`config.mk`:
```
export PLATFORM = sky130hd
export DESIGN_NAME = bulk_rx_pp
export DESIGN_NICKNAME = d
export VERILOG_FILES = /design/src/rtl/bulk_rx_pkg.sv /design/src/rtl/bulk_rx_slot.sv /design/src/rtl/bulk_rx_wrctl.sv /design/src/rtl/bulk_rx_rdsel.sv /design/src/rtl/bulk_rx_pp.sv
export SDC_FILE = /design/constraint.sdc
export NUM_CORES = 1
export LEC_CHECK = 0
export BUFFER_PORTS_ARGS = -buffer_cell sky130_fd_sc_hd__buf_4
export CORE_MARGIN = 2
export CORE_UTILIZATION = 35
export CTS_CLUSTER_SIZE = 28
export DETAILED_ROUTE_END_ITERATION = 10
export PLACE_DENSITY = 0.49
export SLEW_MARGIN = 15
export SYNTH_ARGS = -nofsm -noshare
export SYNTH_HDL_FRONTEND = slang
export SYNTH_SLANG_ARGS = --single-unit
```
`constraint.sdc`:
```
create_clock -name clk -period 4.8 [get_ports clk]
set_input_delay 1.2 -clock clk [delete_from_list [all_inputs] [get_ports clk]]
set_output_delay 1.2 -clock clk [all_outputs]
set_load 0.02 [all_outputs]
```
`src/rtl/bulk_rx_pkg.sv`:
```
package bulk_rx_pkg;
   localparam int NSLOT = 2;

   typedef enum logic [1:0] {
      SLOT_EMPTY = 2'd0,
      SLOT_FILL  = 2'd1,
      SLOT_FULL  = 2'd2
   } slot_st_t;
endpackage

```
`src/rtl/bulk_rx_slot.sv`:
```
module bulk_rx_slot
   import bulk_rx_pkg::*;
#(
   parameter int PKT_BYTES = 64,
   parameter int CNT_W     = $clog2(PKT_BYTES + 1),
   parameter int IDX_W     = $clog2(PKT_BYTES)
) (
   input  logic             clk,
   input  logic             rst_n,
   input  logic             open_i,
   input  logic             wr_en_i,
   input  logic [7:0]       wr_data_i,
   input  logic             close_i,
   input  logic             abort_i,
   input  logic             rd_en_i,
   output slot_st_t         st_o,
   output logic [CNT_W-1:0] cnt_o,
   output logic [7:0]       byte_o,
   output logic             last_o,
   output logic             ovf_o
);
   logic [7:0]       mem [PKT_BYTES];
   slot_st_t         st_q;
   logic [CNT_W-1:0] cnt_q;
   logic [IDX_W-1:0] rdi_q;
   logic             ovf_q;
   logic             at_cap;
   logic             store;

   assign at_cap = (cnt_q == CNT_W'(PKT_BYTES));
   assign store  = wr_en_i && (st_q == SLOT_FILL) && !at_cap;
   assign last_o = (cnt_q == '0) || (CNT_W'(rdi_q) == cnt_q - CNT_W'(1));

   always_ff @(posedge clk) begin
      if (store) mem[cnt_q[IDX_W-1:0]] <= wr_data_i;
   end

   always_ff @(posedge clk or negedge rst_n) begin
      if (!rst_n) begin
         st_q  <= SLOT_EMPTY;
         cnt_q <= '0;
         rdi_q <= '0;
         ovf_q <= 1'b0;
      end else if (abort_i) begin
         st_q <= SLOT_EMPTY;
      end else if (open_i) begin
         st_q  <= SLOT_FILL;
         cnt_q <= '0;
         rdi_q <= '0;
         ovf_q <= 1'b0;
      end else if (close_i) begin
         st_q <= ovf_q ? SLOT_EMPTY : SLOT_FULL;
      end else if (wr_en_i && st_q == SLOT_FILL) begin
         if (at_cap) ovf_q <= 1'b1;
         else        cnt_q <= cnt_q + CNT_W'(1);
      end else if (rd_en_i && st_q == SLOT_FULL) begin
         if (last_o) begin
            st_q  <= SLOT_EMPTY;
            rdi_q <= '0;
         end else begin
            rdi_q <= rdi_q + IDX_W'(1);
         end
      end
   end

   assign st_o   = st_q;
   assign cnt_o  = cnt_q;
   assign byte_o = mem[rdi_q];
   assign ovf_o  = ovf_q;
endmodule

```
`src/rtl/bulk_rx_wrctl.sv`:
```
module bulk_rx_wrctl
   import bulk_rx_pkg::*;
(
   input  logic             clk,
   input  logic             rst_n,
   input  logic             rx_start,
   input  logic             rx_valid,
   input  logic             rx_eop,
   input  logic             rx_err,
   input  slot_st_t         st_i   [NSLOT],
   input  logic [NSLOT-1:0] ovf_i,
   output logic [NSLOT-1:0] open_o,
   output logic [NSLOT-1:0] wr_en_o,
   output logic [NSLOT-1:0] close_o,
   output logic [NSLOT-1:0] abort_o,
   output logic             ack_o,
   output logic             nak_o
);
   logic wr_sel_q;
   logic filling_q;
   logic accept;
   logic good;
   logic ack_q;

   assign accept = rx_start && (st_i[wr_sel_q] != SLOT_FULL);
   assign good   = filling_q && !rx_start && !rx_err && rx_eop && !ovf_i[wr_sel_q];

   always_comb begin
      open_o  = '0;
      wr_en_o = '0;
      close_o = '0;
      abort_o = '0;
      if (rx_start) begin
         if (accept) open_o[wr_sel_q] = 1'b1;
      end else if (filling_q) begin
         if (rx_err)        abort_o[wr_sel_q] = 1'b1;
         else if (rx_eop)   close_o[wr_sel_q] = 1'b1;
         else if (rx_valid) wr_en_o[wr_sel_q] = 1'b1;
      end
   end

   always_ff @(posedge clk or negedge rst_n) begin
      if (!rst_n) begin
         wr_sel_q  <= 1'b0;
         filling_q <= 1'b0;
         ack_q     <= 1'b0;
      end else begin
         if (rx_start) filling_q <= accept;
         else if (rx_err || rx_eop) filling_q <= 1'b0;
         if (good) wr_sel_q <= ~wr_sel_q;
         ack_q <= good;
      end
   end

   assign ack_o = ack_q;
   assign nak_o = (st_i[0] != SLOT_EMPTY) && (st_i[1] != SLOT_EMPTY);
endmodule

```
`src/rtl/bulk_rx_rdsel.sv`:
```
module bulk_rx_rdsel
   import bulk_rx_pkg::*;
#(
   parameter int BUS_W = 32,
   parameter int CNT_W = 7
) (
   input  logic             clk,
   input  logic             rst_n,
   input  logic             mode_dma,
   input  logic             rd_en,
   input  slot_st_t         st_i   [NSLOT],
   input  logic [CNT_W-1:0] cnt_i  [NSLOT],
   input  logic [7:0]       byte_i [NSLOT],
   input  logic [NSLOT-1:0] last_i,
   output logic [NSLOT-1:0] rd_en_o,
   output logic [BUS_W-1:0] rd_data,
   output logic             rd_avail,
   output logic [CNT_W-1:0] rd_count,
   output logic             rd_last,
   output logic             irq,
   output logic             dma_req
);
   logic       rd_sel_q;
   logic       avail;
   logic       svc;
   logic [7:0] hbyte;

   assign avail    = (st_i[rd_sel_q] == SLOT_FULL);
   assign rd_en_o  = (rd_en && avail) ? (NSLOT'(1) << rd_sel_q) : '0;
   assign hbyte    = (avail && cnt_i[rd_sel_q] != '0) ? byte_i[rd_sel_q] : 8'h00;
   assign rd_avail = avail;
   assign rd_count = avail ? cnt_i[rd_sel_q] : '0;
   assign rd_last  = avail && last_i[rd_sel_q];

   always_ff @(posedge clk or negedge rst_n) begin
      if (!rst_n)                             rd_sel_q <= 1'b0;
      else if (rd_en && avail && last_i[rd_sel_q]) rd_sel_q <= ~rd_sel_q;
   end

   generate
      if (BUS_W == 8) begin : g_narrow
         assign rd_data = hbyte;
      end else begin : g_wide
         assign rd_data = {{(BUS_W-8){1'b0}}, hbyte};
      end
   endgenerate

   assign svc     = (st_i[0] == SLOT_FULL) || (st_i[1] == SLOT_FULL);
   assign irq     = svc && !mode_dma;
   assign dma_req = svc && mode_dma;
endmodule

```
`src/rtl/bulk_rx_pp.sv`:
```
module bulk_rx_pp
   import bulk_rx_pkg::*;
#(
   parameter  int BUS_W     = 32,
   parameter  int PKT_BYTES = 64,
   localparam int CNT_W     = $clog2(PKT_BYTES + 1)
) (
   input  logic             clk,
   input  logic             rst_n,
   input  logic             mode_dma,
   input  logic             rx_start,
   input  logic             rx_valid,
   input  logic [7:0]       rx_data,
   input  logic             rx_eop,
   input  logic             rx_err,
   output logic             ack,
   output logic             nak,
   input  logic             rd_en,
   output logic [BUS_W-1:0] rd_data,
   output logic             rd_avail,
   output logic [CNT_W-1:0] rd_count,
   output logic             rd_last,
   output logic             irq,
   output logic             dma_req
);
   localparam int IDX_W = $clog2(PKT_BYTES);

   generate
      if (PKT_BYTES < 2 || (PKT_BYTES & (PKT_BYTES - 1)) != 0) begin : g_bad_depth
         $error("bulk_rx_pp: PKT_BYTES must be a power of two >= 2");
      end
      if (BUS_W < 8) begin : g_bad_bus
         $error("bulk_rx_pp: BUS_W must be at least 8");
      end
   endgenerate

   slot_st_t         st    [NSLOT];
   logic [CNT_W-1:0] cnt   [NSLOT];
   logic [7:0]       sbyte [NSLOT];
   logic [NSLOT-1:0] last, ovf, open_v, wr_en_v, close_v, abort_v, rd_en_v;

   bulk_rx_wrctl u_wrctl (
      .clk(clk), .rst_n(rst_n),
      .rx_start(rx_start), .rx_valid(rx_valid), .rx_eop(rx_eop), .rx_err(rx_err),
      .st_i(st), .ovf_i(ovf),
      .open_o(open_v), .wr_en_o(wr_en_v), .close_o(close_v), .abort_o(abort_v),
      .ack_o(ack), .nak_o(nak)
   );

   for (genvar g = 0; g < NSLOT; g++) begin : g_slot
      bulk_rx_slot #(.PKT_BYTES(PKT_BYTES), .CNT_W(CNT_W), .IDX_W(IDX_W)) u_slot (
         .clk(clk), .rst_n(rst_n),
         .open_i(open_v[g]), .wr_en_i(wr_en_v[g]), .wr_data_i(rx_data),
         .close_i(close_v[g]), .abort_i(abort_v[g]), .rd_en_i(rd_en_v[g]),
         .st_o(st[g]), .cnt_o(cnt[g]), .byte_o(sbyte[g]),
         .last_o(last[g]), .ovf_o(ovf[g])
      );
   end

   bulk_rx_rdsel #(.BUS_W(BUS_W), .CNT_W(CNT_W)) u_rdsel (
      .clk(clk), .rst_n(rst_n), .mode_dma(mode_dma), .rd_en(rd_en),
      .st_i(st), .cnt_i(cnt), .byte_i(sbyte), .last_i(last),
      .rd_en_o(rd_en_v), .rd_data(rd_data), .rd_avail(rd_avail),
      .rd_count(rd_count), .rd_last(rd_last), .irq(irq), .dma_req(dma_req)
   );
endmodule

```
==> results.md <==
- Register bit count reported by yosys: 1,060
- Total routed wirelength: ~110,000 µm
- Area of the multi-input gates: 10,400 µm²
- Pwr Total: 0.0210 W
- Seq/Total Area, Yosys: 0.745
- Synth cell count leaders: edfxtp_1 (1,024), mux4_2 (219), nor2_1 (165), mux2i_1 (158), clkbuf_1 (65)
- Port Buffer Count: 36
- GRT Resource Usage Total: 0.181
- Synth top area cells: edfxtp_1 (72%), mux4_2 (12%), mux2i_1 (3.7%)
- Primary FF master, synth: edfxtp_1
- Result of the run: finished with violations
- Detailed Route Iter0 Violations: 2,186
- Leakage power: 15.7 nW
- Gpl congestion: 0.791
- Hold slack: 482 ps
- Die Area: 124,000 µm²
- CTS buffer count: 111
- Reg2reg end: g_slot[1].u_slot.mem[41][1]
- Worst setup SP type: flip-flop
- Peak VDD IR: around 0.00031 V
- # fillers: 10,588
- Total Nets Final: 2,479
- Synth warn: 0
- Async SR Flop Fraction: 0.0340
- FF-to-FF Start: g_slot[1].u_slot.cnt_o[4]
- Initial antenna violation count: 4
- Crit path max fanout: 5
- DP Wirelength: a little under 70,000 µm
- Final setup skew: approximately 26 ps
- Routed vias/inst: about 5.4
- First-pass GRT wire length: 163,000 µm
- Clock Tree Root: clkbuf_16
- Tmin final: roughly 4900 ps
- Sequential Area: 31,700 µm²
- # IOs: 61
- Setup-failing EPs final: 1
- CTS H-tree lvls: 3
- Synth Instances: 2,214
- Largest net degree at the start of global routing: 129
- Worst Reg2Reg Path Length in Cells: 6
- Vias in the first global route: 22,604
- Max Cap Violations: 0
- Fmax: approximately 210 MHz
- Hold buffer count at cts: 0
- RSZ-0062 raised after global routing: true
- Starting Density: 0.354
- Worst-margin pin slew: 1160 ps
- Clock Path Buffers: 3
- Flop2flop setup slack: 1290 ps
- Most common cell in the synthesized netlist: edfxtp_1
- Kind of end point of the critical path: output pin
- Post-synth top area share: 0.723
- Post-Route Setup TNS: -71.0 ps
- Avg WL per Cell: 27.3 µm
- Setup CP Type: reg2out
- Pre-CTS WS: around 130 ps
- Power Density: approximately 420 nW/µm²
- Final Hold Viols: 0
- Area leader, netlist: edfxtp_1
- DRC: 0
- Area Overhead vs Synth: 18.6%
- Total number of vias: 22,268
- CTS tree: built
- Worst setup margin: -71.0 ps
- Ratio of cells with drive above 1 in the final layout: 0.289
- Later-pin clock latency in the skew report: 690 ps
- Core area: 120,000 µm²
- Antenna-violating nets left: 0
- Post-synthesis cell type count: 61
- Max-slew headroom: 0.229
- DIE HEIGHT: 352 µm
- Post-synth EDFFs: 1,024
- Slew Limit Fails: 0
- CP required: 3600 ps
- Clock slew at reported path FFs: 60 ps
- Die width: 352 µm
- Fin crit share: 1.01
- Grt ovf: 0
- Crit path DAT: approximately 3700 ps
- FP Rows: 127
- Violated checks: negative setup slack
- First-pass iteration count of the detailed router: 5
- Utilization after layout: 0.420
- Syn_area_per_cell: 19.2 µm²
- Worst min path class: in2async
- # clock sinks: 1,060
- Synth Cell Area: around 43,000 µm²
==> final cells by class <==
type | instances | area share
clock buffer | 144 | 0.0594
antenna | 1 | 0.0000497
inverter | 10 | 0.000745
tap | 1612 | 0.0400
multi-input combinational | 1010 | 0.207
sequential | 1060 | 0.628
timing repair buffer | 262 | 0.0502
clock inverter | 63 | 0.0140
==> per-layer routing <==
layer  wire length [µm]  global-route usage  part of all wire  up-vias
met5                 27                   0           0.00024        -
met4               2330              0.0451             0.020        4
met2              53000               0.280              0.47      755
met1              50200               0.262              0.44    11877
li1                   -                   -                 -     9480
met3               8060              0.0355             0.071      152
==> worst max-delay path by stage <==
stage / startpoint / end / depth (start not counted)
2_1_floorplan: g_slot[1].u_slot.cnt_o[0] / rd_last / 10
3_3_place_gp: g_slot[0].u_slot.rdi_q[0] / rd_data[7] / 6
3_5_place_dp: g_slot[0].u_slot.rdi_q[0] / rd_data[7] / 6
4_1_cts: g_slot[0].u_slot.rdi_q[0] / rd_data[7] / 7
5_1_grt: g_slot[0].u_slot.rdi_q[0] / rd_data[7] / 7
6_report: g_slot[0].u_slot.rdi_q[0] / rd_data[2] / 8
==> logic make-up (layout without fill, tap and decap cells) <==
group | Yosys count | after routing | synth area share
flops | 1060 | 1060 | 0.745
mux | 380 | 380 | 0.154
simple gates | 355 | 355 | 0.0403
compound gates | 222 | 222 | 0.0346
buf+inv | 167 | 479 | 0.0197
xor+xnor | 21 | 21 | 0.00433
fa+ha+maj | 8 | 8 | 0.00235
other cells | 1 | 25 | 0.0000882
==> what timing repair did <==
item                                    in CTS  in global routing
resized for setup                           74                 43
buffers inserted                            33                  7
pin swaps                                   14                 11
cloned                                       6                  4
endpoints found under the setup margin       8                  9
==> stage by stage <==
| stage | cell area (µm²) | instances |
|---|---|---|
| after floorplan | 42600 | 2237 |
| after global placement | 45600 | 3906 |
| after detailed placement | 45600 | 3906 |
| after CTS | 50100 | 4152 |
| after global routing | 50400 | 4161 |
| final | 50400 | 4162 |
==> report_power, final <==
part	total, W	internal [W]	switching (W)
clock network	0.00870	0.00515	0.00355
logic	0.00207	0.000986	0.00109
registers	0.0102	0.0102	0.0000527
total	0.0210	0.0163	0.00469
==> sequential cells by signal, indices dropped and copies added, names as in the netlist, 2 cells and up <==
name and count:
g_slot.u_slot.cnt_o 14, g_slot.u_slot.mem 1024, g_slot.u_slot.ovf_o 2, g_slot.u_slot.rdi_q 12, g_slot.u_slot.st_o 4
==> cell usage in the layout (no fill, tap or decap), types with 16 or more instances in the layout <==
cell and instances:
o21ai_0 42, dfrtp_1 26, nor2_1 165, nand3_1 40
clkinv_2 18, a211oi_1 21, edfxtp_1 1024, nor2b_1 18
a22oi_1 23, buf_12 16, nand2_1 36, conb_1 24
mux2i_2 27, clkbuf_16 118, buf_6 17, buf_4 212
mux2i_1 126, clkbuf_1 27, o221ai_1 23, o22ai_1 24
mux4_2 219, a21oi_1 38
==> worst max-delay path, stage by stage (launching register included) <==
cell     delay [ps]
dfrtp_4         530
buf_12          190
buf_12          120
mux4_2          470
mux4_2          490
mux2_4          320
nand2_2          80
nand4_1         430
buf_4           350
(Power assumes the default switching activity.)
